--- src/rtl/can_flt_pkg.sv ---
package can_flt_pkg;
    localparam int ID_W    = 29;
    localparam int STD_W   = 11;
    localparam int CA_NBUF = 2;

    typedef enum logic [2:0] {
        ST_IDLE,
        ST_EVAL,
        ST_OBJ_HIT,
        ST_CA_STORE,
        ST_NO_HIT
    } flt_state_e;
endpackage

--- src/rtl/can_flt_cmp.sv ---
module can_flt_cmp
    import can_flt_pkg::*;
#(
    parameter int NOBJ = 4
) (
    input  logic [ID_W-1:0]      fid,
    input  logic                 fxtd,
    input  logic [ID_W-1:0]      fmask,
    input  logic [NOBJ*ID_W-1:0] obj_id,
    input  logic [NOBJ-1:0]      obj_xtd,
    input  logic [NOBJ-1:0]      obj_val,
    output logic [NOBJ-1:0]      hit
);
    // One masked comparator per regular object
    for (genvar g = 0; g < NOBJ; g++) begin : g_cell
        logic [ID_W-1:0] diff;
        assign diff   = (fid ^ obj_id[g*ID_W +: ID_W]) & fmask;
        assign hit[g] = obj_val[g] && (obj_xtd[g] == fxtd) && (diff == '0);
    end
endmodule

--- src/rtl/can_flt_prio.sv ---
module can_flt_prio #(
    parameter int NOBJ = 4,
    localparam int IDXW = $clog2(NOBJ + 1)
) (
    input  logic [NOBJ-1:0] hit,
    output logic            any,
    output logic [IDXW-1:0] idx,
    output logic [NOBJ-1:0] onehot
);
    // Lowest index has priority: scan downward so the last assignment wins
    always_comb begin
        idx    = '0;
        onehot = '0;
        for (int i = NOBJ - 1; i >= 0; i--) begin
            if (hit[i]) begin
                idx       = IDXW'(i);
                onehot    = '0;
                onehot[i] = 1'b1;
            end
        end
        any = |hit;
    end
endmodule

--- src/rtl/can_flt_cabuf.sv ---
module can_flt_cabuf
    import can_flt_pkg::*;
(
    input  logic               clk,
    input  logic               rst_n,
    input  logic               wr,
    input  logic [CA_NBUF-1:0] rel,
    output logic               sel,
    output logic [CA_NBUF-1:0] occ,
    output logic               lost
);
    logic newest;

    // Free buffer first, buffer 0 preferred; when full, reuse the newest
    always_comb begin
        if (!occ[0])      sel = 1'b0;
        else if (!occ[1]) sel = 1'b1;
        else              sel = newest;
    end

    always_ff @(posedge clk or negedge rst_n) begin
        if (!rst_n) begin
            occ    <= '0;
            newest <= 1'b0;
            lost   <= 1'b0;
        end else begin
            for (int i = 0; i < CA_NBUF; i++) begin
                if (wr && (sel == 1'(i))) occ[i] <= 1'b1;
                else if (rel[i])          occ[i] <= 1'b0;
            end
            if (wr) newest <= sel;
            if (wr && (&occ))     lost <= 1'b1;
            else if (rel[newest]) lost <= 1'b0;
        end
    end
endmodule

--- src/rtl/can_acc_filter.sv ---
module can_acc_filter
    import can_flt_pkg::*;
#(
    parameter int NOBJ = 4,
    localparam int IDXW = $clog2(NOBJ + 1)
) (
    input  logic                 clk,
    input  logic                 rst_n,
    input  logic                 frame_vld,
    input  logic [ID_W-1:0]      frame_id,
    input  logic                 frame_xtd,
    input  logic                 frame_rtr,
    input  logic [STD_W-1:0]     gmask_std,
    input  logic [ID_W-1:0]      gmask_ext,
    input  logic [NOBJ*ID_W-1:0] obj_id,
    input  logic [NOBJ-1:0]      obj_xtd,
    input  logic [NOBJ-1:0]      obj_dir,
    input  logic [NOBJ-1:0]      obj_val,
    input  logic                 ca_en,
    input  logic                 ca_rtr,
    input  logic [ID_W-1:0]      ca_mask,
    input  logic [ID_W-1:0]      ca_pat,
    input  logic [CA_NBUF-1:0]   ca_release,
    output logic                 dec_vld,
    output logic                 store_stb,
    output logic                 ans_stb,
    output logic [IDXW-1:0]      win_idx,
    output logic                 ca_buf,
    output logic [CA_NBUF-1:0]   ca_full,
    output logic                 ca_lost
);
    localparam logic [IDXW-1:0] CA_IDX = IDXW'(NOBJ);

    flt_state_e state, state_nx;

    logic [ID_W-1:0] id_q;
    logic            xtd_q;
    logic            rtr_q;
    logic [ID_W-1:0] fmask;
    logic [ID_W-1:0] ca_eff;
    logic [NOBJ-1:0] hit;
    logic            any_hit;
    logic [IDXW-1:0] hit_idx;
    logic [NOBJ-1:0] hit_oh;
    logic [IDXW-1:0] win_q;
    logic [NOBJ-1:0] win_oh_q;
    logic            ca_ok;
    logic            win_dir;
    logic            ca_wr;

    assign fmask  = xtd_q ? gmask_ext : {{(ID_W-STD_W){1'b0}}, gmask_std};
    assign ca_eff = fmask & ca_mask;
    assign ca_ok  = ca_en && (rtr_q == ca_rtr) && (((id_q ^ ca_pat) & ca_eff) == '0);
    assign win_dir = |(win_oh_q & obj_dir);

    can_flt_cmp #(.NOBJ(NOBJ)) u_cmp (
        .fid     (id_q),
        .fxtd    (xtd_q),
        .fmask   (fmask),
        .obj_id  (obj_id),
        .obj_xtd (obj_xtd),
        .obj_val (obj_val),
        .hit     (hit)
    );

    can_flt_prio #(.NOBJ(NOBJ)) u_prio (
        .hit    (hit),
        .any    (any_hit),
        .idx    (hit_idx),
        .onehot (hit_oh)
    );

    can_flt_cabuf u_cabuf (
        .clk   (clk),
        .rst_n (rst_n),
        .wr    (ca_wr),
        .rel   (ca_release),
        .sel   (ca_buf),
        .occ   (ca_full),
        .lost  (ca_lost)
    );

    // State register
    always_ff @(posedge clk or negedge rst_n) begin
        if (!rst_n) state <= ST_IDLE;
        else        state <= state_nx;
    end

    // Next state
    always_comb begin
        state_nx = state;
        unique case (state)
            ST_IDLE:     if (frame_vld) state_nx = ST_EVAL;
            ST_EVAL: begin
                if (any_hit)    state_nx = ST_OBJ_HIT;
                else if (ca_ok) state_nx = ST_CA_STORE;
                else            state_nx = ST_NO_HIT;
            end
            ST_OBJ_HIT:  state_nx = ST_IDLE;
            ST_CA_STORE: state_nx = ST_IDLE;
            ST_NO_HIT:   state_nx = ST_IDLE;
            default:     state_nx = ST_IDLE;
        endcase
    end

    // Frame capture and winner capture
    always_ff @(posedge clk or negedge rst_n) begin
        if (!rst_n) begin
            id_q     <= '0;
            xtd_q    <= 1'b0;
            rtr_q    <= 1'b0;
            win_q    <= '0;
            win_oh_q <= '0;
        end else begin
            if (state == ST_IDLE && frame_vld) begin
                id_q  <= frame_id;
                xtd_q <= frame_xtd;
                rtr_q <= frame_rtr;
            end
            if (state == ST_EVAL) begin
                win_q    <= hit_idx;
                win_oh_q <= hit_oh;
            end
        end
    end

    // Outputs
    always_comb begin
        dec_vld   = 1'b0;
        store_stb = 1'b0;
        ans_stb   = 1'b0;
        win_idx   = '0;
        ca_wr     = 1'b0;
        unique case (state)
            ST_OBJ_HIT: begin
                dec_vld   = 1'b1;
                win_idx   = win_q;
                store_stb = !win_dir && !rtr_q;
                ans_stb   = win_dir && rtr_q;
            end
            ST_CA_STORE: begin
                dec_vld   = 1'b1;
                store_stb = 1'b1;
                win_idx   = CA_IDX;
                ca_wr     = 1'b1;
            end
            ST_NO_HIT: dec_vld = 1'b1;
            default: ;
        endcase
    end
endmodule

--- config.mk ---
export PLATFORM = sky130hd
export DESIGN_NAME = can_acc_filter
export DESIGN_NICKNAME = d
export VERILOG_FILES = /design/src/rtl/can_flt_pkg.sv /design/src/rtl/can_flt_cmp.sv /design/src/rtl/can_flt_prio.sv /design/src/rtl/can_flt_cabuf.sv /design/src/rtl/can_acc_filter.sv
export SDC_FILE = /design/constraint.sdc
export NUM_CORES = 1
export LEC_CHECK = 0
export ABC_AREA = 1
export BUFFER_PORTS_ARGS = -buffer_cell sky130_fd_sc_hd__buf_2
export CAP_MARGIN = 25
export CORE_ASPECT_RATIO = 0.8
export CORE_MARGIN = 10
export CORE_UTILIZATION = 51
export CTS_BUF_LIST = sky130_fd_sc_hd__clkbuf_8
export DETAILED_ROUTE_END_ITERATION = 16
export GPL_ROUTABILITY_DRIVEN = 1
export PLACE_DENSITY_LB_ADDON = 0.25
export SLEW_MARGIN = 20
export SYNTH_ARGS = -nofsm -noshare
export SYNTH_HDL_FRONTEND = slang
export SYNTH_SLANG_ARGS = --single-unit
--- constraint.sdc ---
create_clock -name clk -period 3.55 [get_ports clk]
set_clock_uncertainty 0.1 [all_clocks]
set_input_delay 0 -clock clk [delete_from_list [all_inputs] [get_ports clk]]
set_output_delay 0 -clock clk [all_outputs]
set_load 0.005 [all_outputs]
# After elaboration in Yosys (flattened, before gate mapping)
# Index checks and enable logic that the tools add are counted.
# word_totals
input_bits,264
regBits,45
# op_classes
n_mux,28
bitwise_logic,13
n_lt_le_gt_ge,1
reduce_logical,31
eq_ne,10
# ops
cell,count
29-bit AND,6
29-bit logical NOT,5
29-bit XOR,5
29-bit two-way mux,1
1-bit logical AND,16
4-bit two-way mux,4
1-bit two-way mux,13
3-bit one-hot mux with 2 select lines,2
3-bit two-way mux,3
2-bit two-way mux,4
4-bit OR reduction,2
3-bit by 2-bit equality test with 1-bit output (second input constant),2
2-bit nonzero test,3
1-bit equality test,5
4-bit AND,1
3-bit by 1-bit equality test with 1-bit output (second input constant),1
3-bit equality test (second input constant),1
3-bit logical NOT,1
3-bit OR reduction,1
1-bit logical NOT,2
1-bit by 2-bit < comparator with 1-bit output (second input constant),1
2-bit != test (second input constant),1
1-bit one-hot mux with 2 select lines,1
2-bit AND reduction,1
1-bit inverter,1

# Longest topological paths before layout
# Gate-level depths: netlist of the first run.
# logic_depth
ltp_word,8
depth_mapped,14
mapped_depth_nobuf,13

# By module
# A second synthesis of the first run with hierarchy kept.
# unflattened
cells_unflattened,1099
area_unflattened_um2,5594.1
# by_module_without_submodules
module,cells_per_inst,instances,seq_area_each_um2,area_per_inst_um2
can_acc_filter,442,1,1026.0,2830.2
can_flt_cmp,617,1,0.0,2509.9
can_flt_cabuf,23,1,100.1,177.7
can_flt_prio,17,1,0.0,76.3

# Worst setup path after synthesis of the first run
# No wires, ideal clock.
# synth_timing
kind,flip-flop to flip-flop
start,register xtd_q
end,register state[0]
stages_incl_launch_ff,13
required_time_ps,3320
arrival_ps,1443
n_path_buf,2
setup_slack_ps,1877
setup_time_ps,130
cell_sequence,dfrtp_1 buf_4 buf_4 xnor2_1 nand2_1 nor2_1 nand3_1 nor2_1 nand2_1 nand2_1 nor2_1 nand2_1 nand2_1
# synth_via
elab_chain_len,8
elab_cells_between_ends,29
cone_classes,4 x eq/ne; 4 x mux; 6 x bitwise; 15 x reduce/logical
# synth_lines
element,line_no,source
start: declaration,can_acc_filter.sv:37,logic xtd_q;
start signal: assignment,can_acc_filter.sv:117,xtd_q <= frame_xtd;
29-bit two-way mux,can_acc_filter.sv:51,"assign fmask = xtd_q ? gmask_ext : {{(ID_W-STD_W){1'b0}}, gmask_std};"
29-bit AND,can_acc_filter.sv:52,assign ca_eff = fmask & ca_mask;
29-bit AND,can_acc_filter.sv:53,assign ca_ok = ca_en && (rtr_q == ca_rtr) && (((id_q ^ ca_pat) & ca_eff) == '0);
29-bit logical NOT,can_acc_filter.sv:53,
1-bit logical AND,can_acc_filter.sv:53,
3-bit two-way mux,can_acc_filter.sv:96,else if (ca_ok) state_nx = ST_CA_STORE;
3-bit two-way mux (*),can_acc_filter.sv:95,if (any_hit) state_nx = ST_OBJ_HIT;
3-bit one-hot mux with 2 select lines (*),can_acc_filter.sv:92,unique case (state)
end signal: assignment,can_acc_filter.sv:86,else state <= state_nx;
end: declaration,can_acc_filter.sv:34,"flt_state_e state, state_nx;"
# Mark *: on every way between the ends. The rest lies on a longest branch, timed or not.
# A chain may end at the register's enable or synchronous reset.

# Worst setup path after layout of the first run
# layout_timing
start,register xtd_q
end,register win_q[0]
# layout_via
elab_chain_len,8
elab_cells_between_ends,25
cone_classes,4 x eq/ne; 5 x mux; 4 x bitwise; 12 x reduce/logical
# layout_lines
element,line_no,source
29-bit two-way mux,can_acc_filter.sv:51,
29-bit AND,can_flt_cmp.sv:17,assign diff = (fid ^ obj_id[g*ID_W +: ID_W]) & fmask;
29-bit logical NOT,can_flt_cmp.sv:18,assign hit[g] = obj_val[g] && (obj_xtd[g] == fxtd) && (diff == '0);
1-bit logical AND,can_flt_cmp.sv:18,
2-bit two-way mux (3 in series),can_flt_prio.sv:15,if (hit[i]) begin
2-bit two-way mux (*),can_flt_prio.sv:15,
end signal: assignment,can_acc_filter.sv:121,win_q <= hit_idx;
end: declaration,can_acc_filter.sv:45,logic [IDXW-1:0] win_q;
# Marked as above.

==> results of run 1 <==
worst paths after layout:
kind,endpoint,slack (ns),startpoint,depth (start not counted)
max,win_q[0],0.92,xtd_q,13
min,id_q[1],0.15,rst_n,2
max reg2reg,win_q[0],0.92,xtd_q,13
min reg2reg,win_q[1],0.39,win_q[1],2
max in group asynchronous,id_q[16],2.77,rst_n,2
min in group clk,state[0],0.19,ca_mask[5],8
metrics by stage:
step / utilization, % / total power, mW / hold slack [ns] / setup WS, ns
CTS: 71.5 / 3.72 / 0.156 / 0.962
floorplan: - / 2.71 / -0.396 / 1.88
detailed placement: 66.9 / 3.27 / -0.0408 / 0.978
global placement: 66.8 / 3.24 / 0.0964 / 1.03
finish: 71.6 / 3.74 / 0.151 / 0.925
global route: 71.6 / 4.13 / 0.186 / 0.683
metal layers:
metal	part of all wire (%)	track usage [%]	vias up
met5	0	0	-
met2	47	45.9	314
met4	2.0	7.84	0
li1	-	-	3488
met3	9.9	7.25	29
met1	41	31.9	2930
cells in the mapped netlist:
master    number  area (sq um)
clkbuf_1      20          75.1
buf_2         10          50.1
o21ai_0       22           110
inv_1        113           424
nor2_1       197           739
o31ai_1        1          7.51
a221oi_1       1          8.76
a21oi_1       32           160
o22ai_1        1          6.26
buf_4          3          22.5
nor3_1         3          15.0
nand3b_1       2          15.0
a22o_1         1          8.76
xnor2_1        6          52.6
dfrtp_1       44          1100
or2_2         20           125
o21ai_1        3          15.0
inv_2          4          15.0
nand3_1       51           255
mux2_2         5          56.3
buf_1          4          15.0
nand2_1      396          1490
nor2_2         1          6.26
buf_6          1          11.3
xor2_1        38           333
nand4_1        1          6.26
clkbuf_2       2          10.0
cell type report:
class                      instances  area, sq um  area share [%]
tap                              136          170            2.44
antenna                            4         10.0           0.144
inverter                         117          439            6.30
multi-input combinational        781         3410            49.0
clock buffer                       5         68.8           0.988
timing repair buffer             309         1720            24.7
sequential                        44         1100            15.8
clock inverter                     3         42.5           0.611
logic make-up (layout without fill, tap and decap cells):
group	count (synthesis)	count (layout)
and+or+nand+nor	671	671
buffers and inverters	157	434
AOI/OAI and AO/OA	61	61
xor gates and xnor gates	44	44
DFF	44	44
muxes	5	5
other	0	4
cells in the final DEF (no fill, tap or decap), types with 4 or more instances in the layout:
master           n
clkbuf_8         5
inv_2            4
xor2_1          38
nand2_1        396
nand3_1         50
mux2_2           5
diode_2          4
dlygate4sd3_1   34
xnor2_1          6
dfrtp_1         44
or2_2           20
inv_1          113
a21oi_1         32
nor2_1         197
o21ai_0         22
buf_2          272
power groups by stage:
stage                     Combinational [mW]  Sequential [mW]  Clock (mW)
after global routing                    2.54             1.15       0.442
after global placement                  2.14             1.10           0
after CTS                               2.21             1.09       0.419
after detailed placement                2.17             1.11           0
after floorplan                         1.98            0.733           0
final                                   2.23             1.10       0.413
repair_timing:
action | in CTS | in global routing
hold endpoints to repair | 78 | 0
hold buffers | 34 | 0
buffers inserted | 0 | 0
state kept, by name, summed over array words and instances, names as in the netlist:
name            flops
id_q               29
rtr_q               1
state               3
u_cabuf.lost        1
u_cabuf.newest      1
u_cabuf.occ         2
win_oh_q            4
win_q               2
xtd_q               1
==> reports/results.ini, run 1 <==
[run_status]
status=finished, final reports clean

[synth]
yosysWarnings=0
syn_area_sq_um=5130
netlist_instances=982
yosys.area_share.simple_pct=51.6
synth_top_family_by_area=simple AND/OR/NAND/NOR gates
synth_mux_area_share_pct=1.10
yosysUniqueCellTypes=27
ys_ff_latch=44
ys_seq_area_share_pct=21.5
syn-num-nets=1246
synth-xor-area-share_pct=7.51
synth_compound_area_share_pct=6.17
synth-adder-area-share_pct=0
syn_area_per_cell_sq_um=5.23

[critical_path]
crit_arrival_ns=2.73
cp-end-kind=register
path_delay_family=simple AND/OR/NAND/NOR gates
worstSetupStartpointType=register
path_class=reg2reg
required_ns=3.65
cpMaxStageDelayCell=dfrtp_1
cp_cell_sequence=inv_2 > nand2_1 > nand2_1 > nand3_1 > nand2_1 > nor2_1 > nand2_1 > nor2_1 > nand2_1 > nand2_1 > nor2_1 > nor2_1 > nand2_1
cp_num_buf_inv=1
cp_common_cell=nand2_1
cp_max_fo=23
max_stage_delay_ns=0.86

[placement]
post_dp_cell_area_sq_um=6510
place_inst=1353
gp_congestion=0.961
dp_hpwl_um=16800
io_buffers=273

[global_routing]
grt_pass1_vias=6288
antenna_found_initial=3
grt_overflow=0
grt_pass1_wl_um=31200
grt_max_degree=45
grtUsageTotal_pct=26.5

[sta]
worst_slew_pin_slew_ns=0.789
fmax_mhz=381
slew_viol_final=0
rsz0062_at_grt=false
tns_ns=0
fin_crit_sh_pct=74.0
finalSetupViolCount=0
slew_headroom_pct=47.4
period_needed_ns=2.63
finalHoldViolations=0

[cells_and_area]
stdcell_area_sq_um=6970
area_growth_pct=35.8
stdcell_count=1399
num-fill-cells=927
drive_above_1_share_pct=24.9
nets=1522

[die]
num_rows=32
core_sq_um=9730
dieWidth_um=132
dieArea_sq_um=14500
die_y_um=110
start_util_pct=52.7
ios=274

[power]
p_switching_mw=1.95
combPwrFrac_pct=59.6
max-vdd-ir-drop_v=0.000341
switching_share_pct=52.2
powerDensity_nw_per_um2=537
p_leak_nw=4.30
pwr-share-seq_pct=29.4
pwr-share-clk_pct=11.0
p_int_mw=1.79

[route]
vias=6761
drc=0
avgRoutedWirePerCell_um=14.7
wl_um=20500
drtIter0Drc=459
viasPerCell=4.83
dr.pass1.iters=5
ant_nets=0

[clock_network]
clockBufferDepth=2
clock-sinks=44
cts_root_buf=clkbuf_8
cts_tree=built
clock_latency_ns=0.31
path_clk_slew_ns=0.10
cts_resized=0
htree_num_levels=2
cts-buffers-inserted=5

[min_path]
hp-class=in2async

[run]
drv_cap=0

(Power assumes the default switching activity.)
==> run 2, diff against run 1 <==
--- a/config.mk
+++ b/config.mk
@@ -10,7 +10,7 @@
 export CAP_MARGIN = 25
 export CORE_ASPECT_RATIO = 0.8
 export CORE_MARGIN = 10
-export CORE_UTILIZATION = 51
+export CORE_UTILIZATION = 43
 export CTS_BUF_LIST = sky130_fd_sc_hd__clkbuf_8
 export DETAILED_ROUTE_END_ITERATION = 16
 export GPL_ROUTABILITY_DRIVEN = 1
==> constraint.sdc (replaced) <==
create_clock -name clk -period 2.12 [get_ports clk]
set_clock_uncertainty 0.1 [all_clocks]
set_input_delay 0 -clock clk [delete_from_list [all_inputs] [get_ports clk]]
set_output_delay 0 -clock clk [all_outputs]
set_load 0.005 [all_outputs]
==> run 2 against run 1 <==
Critical path depth is the same. Final cell count increased by 1.1%. Non-clock buffer count is 4 higher. Maximum frequency rose by 31%. Utilization is 11 points lower. Power grew 73%. Combinational power is 78% higher. Sequential cell count did not move. Register-to-register slack lost 0.80 ns. Highest routed layer is now met5.
==> reports/results.ini, run 2 (same netlist as run 1, synthesis figures left out) <==
[route]
viasPerCell=4.72  ; -2.4%
dr.pass1.iters=5  ; unchanged
wl_um=20800  ; +1.1%
drtIter0Drc=403  ; -12%
avgRoutedWirePerCell_um=14.7  ; about the same
ant_nets=0  ; unchanged
vias=6670  ; -1.3%
drc=0  ; unchanged

[power]
p_total_mw=6.47  ; +73%
pwr-share-clk_pct=11.0  ; about the same
max-vdd-ir-drop_v=0.000440  ; +29%
p_switching_mw=3.36  ; +72%
p_int_mw=3.10  ; +74%
pwr-share-seq_pct=27.7  ; -1.7 points
p_leak_nw=4.34  ; +0.86%
powerDensity_nw_per_um2=913  ; +70%
combPwrFrac_pct=61.3  ; +1.7 points
switching_share_pct=52.0  ; -0.22 points

[placement]
io_buffers=273  ; unchanged
gp_congestion=0.968  ; +0.81%
dp_hpwl_um=17600  ; +4.9%

[die]
die_y_um=118  ; +7.3%
dieWidth_um=142  ; +7.6%
start_util_pct=44.2  ; -8.5 points
dieArea_sq_um=16700  ; +15%
ios=274  ; unchanged
core_sq_um=11600  ; +19%
num_rows=35  ; +9.4%

[cells_and_area]
mostFrequentLayoutCells=nand2_1 (389), buf_2 (273), nor2_1 (192), inv_1 (113), nand3_1 (50)
num-fill-cells=1172  ; +26%
largestRegisters=id_q (29), win_oh_q (4), state (3)
nets=1526  ; +0.26%
regMostFlops=id_q
drive_above_1_share_pct=26.2  ; +1.3 points
area_growth_pct=38.1
final_common_cell=nand2_1
largest_reg_flops=29  ; unchanged

[clock_network]
clock_latency_ns=0.32  ; about the same
path_clk_slew_ns=0.11  ; about the same
htree_num_levels=2  ; unchanged
cts_tree=built
cts_root_buf=clkbuf_8
clock-sinks=44  ; unchanged
cts-buffers-inserted=5  ; unchanged
clockBufferDepth=2  ; unchanged

[sta]
tns_ns=0  ; unchanged
worst_slew_pin_slew_ns=0.619  ; -0.170 ns
finalHoldViolations=0  ; unchanged
fmax_mhz=501  ; +31%
period_needed_ns=2.00  ; -0.628 ns
fin_crit_sh_pct=94.2  ; +20 points
slew_headroom_pct=58.8  ; +11 points
rsz0062_at_grt=false
slew_viol_final=0  ; unchanged
finalSetupViolCount=0  ; unchanged

[critical_path]
cp.depth=13  ; unchanged
path_delay_family=simple AND/OR/NAND/NOR gates
r2r_start=xtd_q
path_class=reg2reg
reg2regPathDepth=13  ; unchanged
cp_cell_sequence=buf_12 > nand2_1 > inv_2 > nand2_1 > o21ai_0 > nor2_1 > nand2_1 > nor2_1 > nand2_1 > nand2_2 > nor2_2 > nand2_1 > nand2_1
cp-end-kind=register
startpoint=xtd_q
endpoint=state[0]
crit_arrival_ns=2.15  ; -0.58 ns
worstSetupStartpointType=register
worstReg2RegEnd=state[0]
required_ns=2.28  ; -1.37 ns
reg2reg_slack_ns=0.12  ; -0.80 ns
cp_num_buf_inv=2  ; +1
max_stage_delay_ns=0.46  ; -0.40 ns
cp_max_fo=18  ; -22%
cp_common_cell=nand2_1
cpMaxStageDelayCell=dfrtp_2

[global_routing]
grt_pass1_vias=6251  ; -0.59%
grt_max_degree=32  ; -29%
grtUsageTotal_pct=23.4  ; -3.2 points
grt_overflow=0  ; unchanged
grt_pass1_wl_um=31900  ; +1.9%
antenna_found_initial=5  ; +2

[min_path]
hp-class=in2reg

[run]
drv_cap=0  ; unchanged

[run_status]
status=finished, final reports clean

## run 2: what timing repair did
item,4_1_cts,5_1_grt
setup buffers,0,0
resized for setup,0,15
setup endpoints to repair,0,8
hold buffers,34,0
endpoints found under the hold margin,61,0
## run 2: cell type report
| cell class | count | area [sq um] | share of cell area [%] |
|---|---|---|---|
| inverter | 117 | 442 | 6.23 |
| timing repair buffer | 313 | 1790 | 25.3 |
| clock inverter | 3 | 47.5 | 0.671 |
| tap | 148 | 185 | 2.61 |
| clock buffer | 5 | 68.8 | 0.971 |
| antenna | 3 | 7.51 | 0.106 |
| sequential | 44 | 1100 | 15.6 |
| multi-input combinational | 781 | 3440 | 48.6 |
## run 2: tightest hold or removal path, stage by stage
cell and delay, ns:
buf_2 0.09, nand3_2 0.07, buf_4 0.23, nand2_1 0.10
## run 2: how the worst min path moves through the flow
stage,startpoint,end,slack (ns),cells past startpoint
final,frame_vld,state[0],0.11,4
after global routing,frame_vld,state[0],0.12,4
after CTS,frame_vld,state[0],0.11,4
after detailed placement,rst_n,id_q[4],-0.07,1
after global placement,rst_n,id_q[4],-0.06,1
after floorplan,rst_n,id_q[0],-0.40,0
## run 2: layer usage
metal | up-vias | part of all wire (%) | GRT usage (%)
li1 | 3503 | - | -
met1 | 2859 | 43 | 29.3
met2 | 280 | 45 | 37.8
met3 | 24 | 9.8 | 7.54
met4 | 4 | 1.6 | 5.36
met5 | - | 0.12 | 0
## run 2: through the flow
stage / hold slack (ns) / util, % / cell area, sq um / setup slack [ns] / cells
2_1_floorplan: -0.396 / - / 5130 / 0.447 / 982
3_3_place_gp: -0.0641 / 56.8 / 6590 / 0.108 / 1369
3_5_place_dp: -0.0656 / 56.8 / 6590 / 0.106 / 1369
4_1_cts: 0.109 / 60.7 / 7040 / 0.0736 / 1411
5_1_grt: 0.119 / 61.0 / 7080 / 0.00214 / 1413
6_report: 0.114 / 61.0 / 7080 / 0.123 / 1414
## run 2: power groups by stage
stage | sequential [mW] | clock [mW] | combinational (mW)
3_3_place_gp | 1.78 | 0 | 3.80
4_1_cts | 1.78 | 0.729 | 3.90
5_1_grt | 1.87 | 0.760 | 4.52
3_5_place_dp | 1.79 | 0 | 3.84
6_report | 1.79 | 0.710 | 3.96
2_1_floorplan | 1.23 | 0 | 3.31
==> run 3, diff against run 2 <==
==> constraint.sdc (replaced) <==
create_clock -name clk -period 2.12 [get_ports clk]
set_clock_uncertainty 0.1 [all_clocks]
set_input_delay 0.212 -clock clk [delete_from_list [all_inputs] [get_ports clk]]
set_output_delay 0.212 -clock clk [all_outputs]
set_load 0.005 [all_outputs]
==> run 3 against run 2 <==
Combinational power fell by 1%. Via count fell by 2.8%. First-iteration DRC count fell by 4.7%. Register-to-register slack barely moved. Power fell by 0.68%. Maximum frequency barely moved. Sequential power barely moved. Highest routed layer unchanged. Critical path type unchanged. Wire length fell by 1.6%.
==> reports/results.ini, run 3 (same netlist as run 1, synthesis figures left out) <==
[clock_network]
clockBufferDepth=2  ; unchanged
clock-sinks=44  ; unchanged
cts_root_buf=clkbuf_8
htree_num_levels=2  ; unchanged
clock_latency_ns=0.32  ; about the same
cts-buffers-inserted=5  ; unchanged
path_clk_slew_ns=0.11  ; about the same
cts_tree=built

[global_routing]
antenna_found_initial=4  ; -1
grt_max_degree=32  ; unchanged
grt_pass1_wl_um=31200  ; -2.0%
grt_pass1_vias=6057  ; -3.1%
grt_overflow=0  ; unchanged
grtUsageTotal_pct=22.9  ; -0.42 points

[route]
top_layer=met5
viasPerCell=4.69  ; -0.55%
dr.pass1.iters=5  ; unchanged
wl_um=20400  ; -1.6%
wl_met1_um=8920  ; -0.45%
drc=0  ; unchanged
vias=6483  ; -2.8%
avgRoutedWirePerCell_um=14.8  ; +0.64%
ant_nets=0  ; unchanged
met3WireLength_um=1990  ; -2.7%
drtIter0Drc=384  ; -4.7%
wl_met2_um=9220  ; -1.9%

[cells_and_area]
final_common_cell=nand2_1
largest_reg_flops=29  ; unchanged
num-fill-cells=1219  ; +4.0%
seqCellArea_sq_um=1100  ; unchanged
drive_above_1_share_pct=26.9  ; +0.74 points
nets=1495  ; -2.0%
regMostFlops=id_q
mostFrequentLayoutCells=nand2_1 (389), buf_2 (273), nor2_1 (192), inv_1 (113), nand3_1 (50)
area_growth_pct=32.1
multi_input_area_sq_um=3450  ; +0.18%
largestRegisters=id_q (29), win_oh_q (4), state (3)

[placement]
io_buffers=273  ; unchanged
gp_congestion=0.968  ; unchanged
dp_hpwl_um=17600  ; unchanged

[run]
drv_cap=0  ; unchanged

[sta]
fmax_mhz=501  ; about the same
slew_headroom_pct=59.0  ; +0.21 points
finalHoldViolations=0  ; unchanged
tns_ns=0  ; unchanged
finalSetupViolCount=0  ; unchanged
worst_slew_pin_slew_ns=0.615  ; -0.00311 ns
fin_crit_sh_pct=94.2  ; about the same
slew_viol_final=0  ; unchanged
rsz0062_at_grt=false
timing.hold.ws_ns=0.0346  ; -0.0797 ns
period_needed_ns=2.00  ; -0.00103 ns

[die]
dieArea_sq_um=16700  ; unchanged
num_rows=35  ; unchanged
start_util_pct=44.2  ; unchanged
core_sq_um=11600  ; unchanged
dieWidth_um=142  ; unchanged
ios=274  ; unchanged
die_y_um=118  ; unchanged

[run_status]
status=finished, final reports clean

[critical_path]
path_delay_family=simple AND/OR/NAND/NOR gates
worstSetupStartpointType=register
cp-end-kind=register
required_ns=2.28  ; about the same
path_class=reg2reg
cp_num_buf_inv=2  ; unchanged
crit_arrival_ns=2.16  ; about the same
max_stage_delay_ns=0.46  ; about the same
cp_common_cell=nand2_1
cp_cell_sequence=buf_12 > nand2_1 > inv_2 > nand2_1 > o21ai_0 > nor2_1 > nand2_1 > nor2_1 > nand2_1 > nand2_2 > nor2_2 > nand2_1 > nand2_1
cpMaxStageDelayCell=dfrtp_2
cp_max_fo=18  ; unchanged

[power]
p_total_mw=6.42  ; -0.68%
max-vdd-ir-drop_v=0.000440  ; -0.12%
powerDensity_nw_per_um2=948  ; +3.8%
p_leak_nw=4.21  ; -2.9%

[min_path]
hp-class=in2reg

==> run 3: power by group <==
part	switching, mW	internal (mW)	leakage [nW]
clock	0.353	0.356	0.0583
sequential	0.649	1.15	0.519
combinational	2.35	1.57	3.64
==> run 3: layout make-up <==
type / count / share of cell area [%]
Tap cell: 148 / 2.73
Sequential cell: 44 / 16.3
Multi-Input combinational cell: 781 / 50.9
Antenna cell: 2 / 0.0738
Timing Repair Buffer: 282 / 21.8
Clock inverter: 3 / 0.701
Clock buffer: 5 / 1.02
Inverter: 117 / 6.52
==> run 3: what timing repair did <==
action,CTS,global route
endpoints found under the setup margin,0,9
endpoints found under the hold margin,22,0
setup buffers,0,0
gates resized for setup,0,16
hold buffers,3,0
==> run 3: path summary, 6_finish.rpt <==
kind,from,cells after the start,slack (ns),endpoint
worst max-delay path,xtd_q,13,0.12,state[0]
worst min-delay path,frame_id[15],2,0.03,id_q[15]
worst max register to register,xtd_q,13,0.12,state[0]
worst min register to register,win_q[1],2,0.41,win_q[1]
max in group asynchronous,rst_n,3,1.01,win_q[0]
min in group asynchronous,rst_n,2,0.34,id_q[6]
==> run 3: routing by layer <==
layer | vias up | track usage [%]
met3 | 21 | 7.58
met5 | - | 0
met2 | 255 | 37.0
met4 | 4 | 4.34
met1 | 2771 | 29.0
li1 | 3432 | -
==> run 3: per-stage QoR <==
step                cell area, sq um  std cells  utilization (%)  setup slack (ns)
finish                          6780       1382             58.4             0.124
global route                    6780       1381             58.4           0.00325
detailed placement              6590       1369             56.8             0.106
floorplan                       5130        982                -             0.447
CTS                             6730       1380             58.0            0.0736
global placement                6590       1369             56.8             0.108
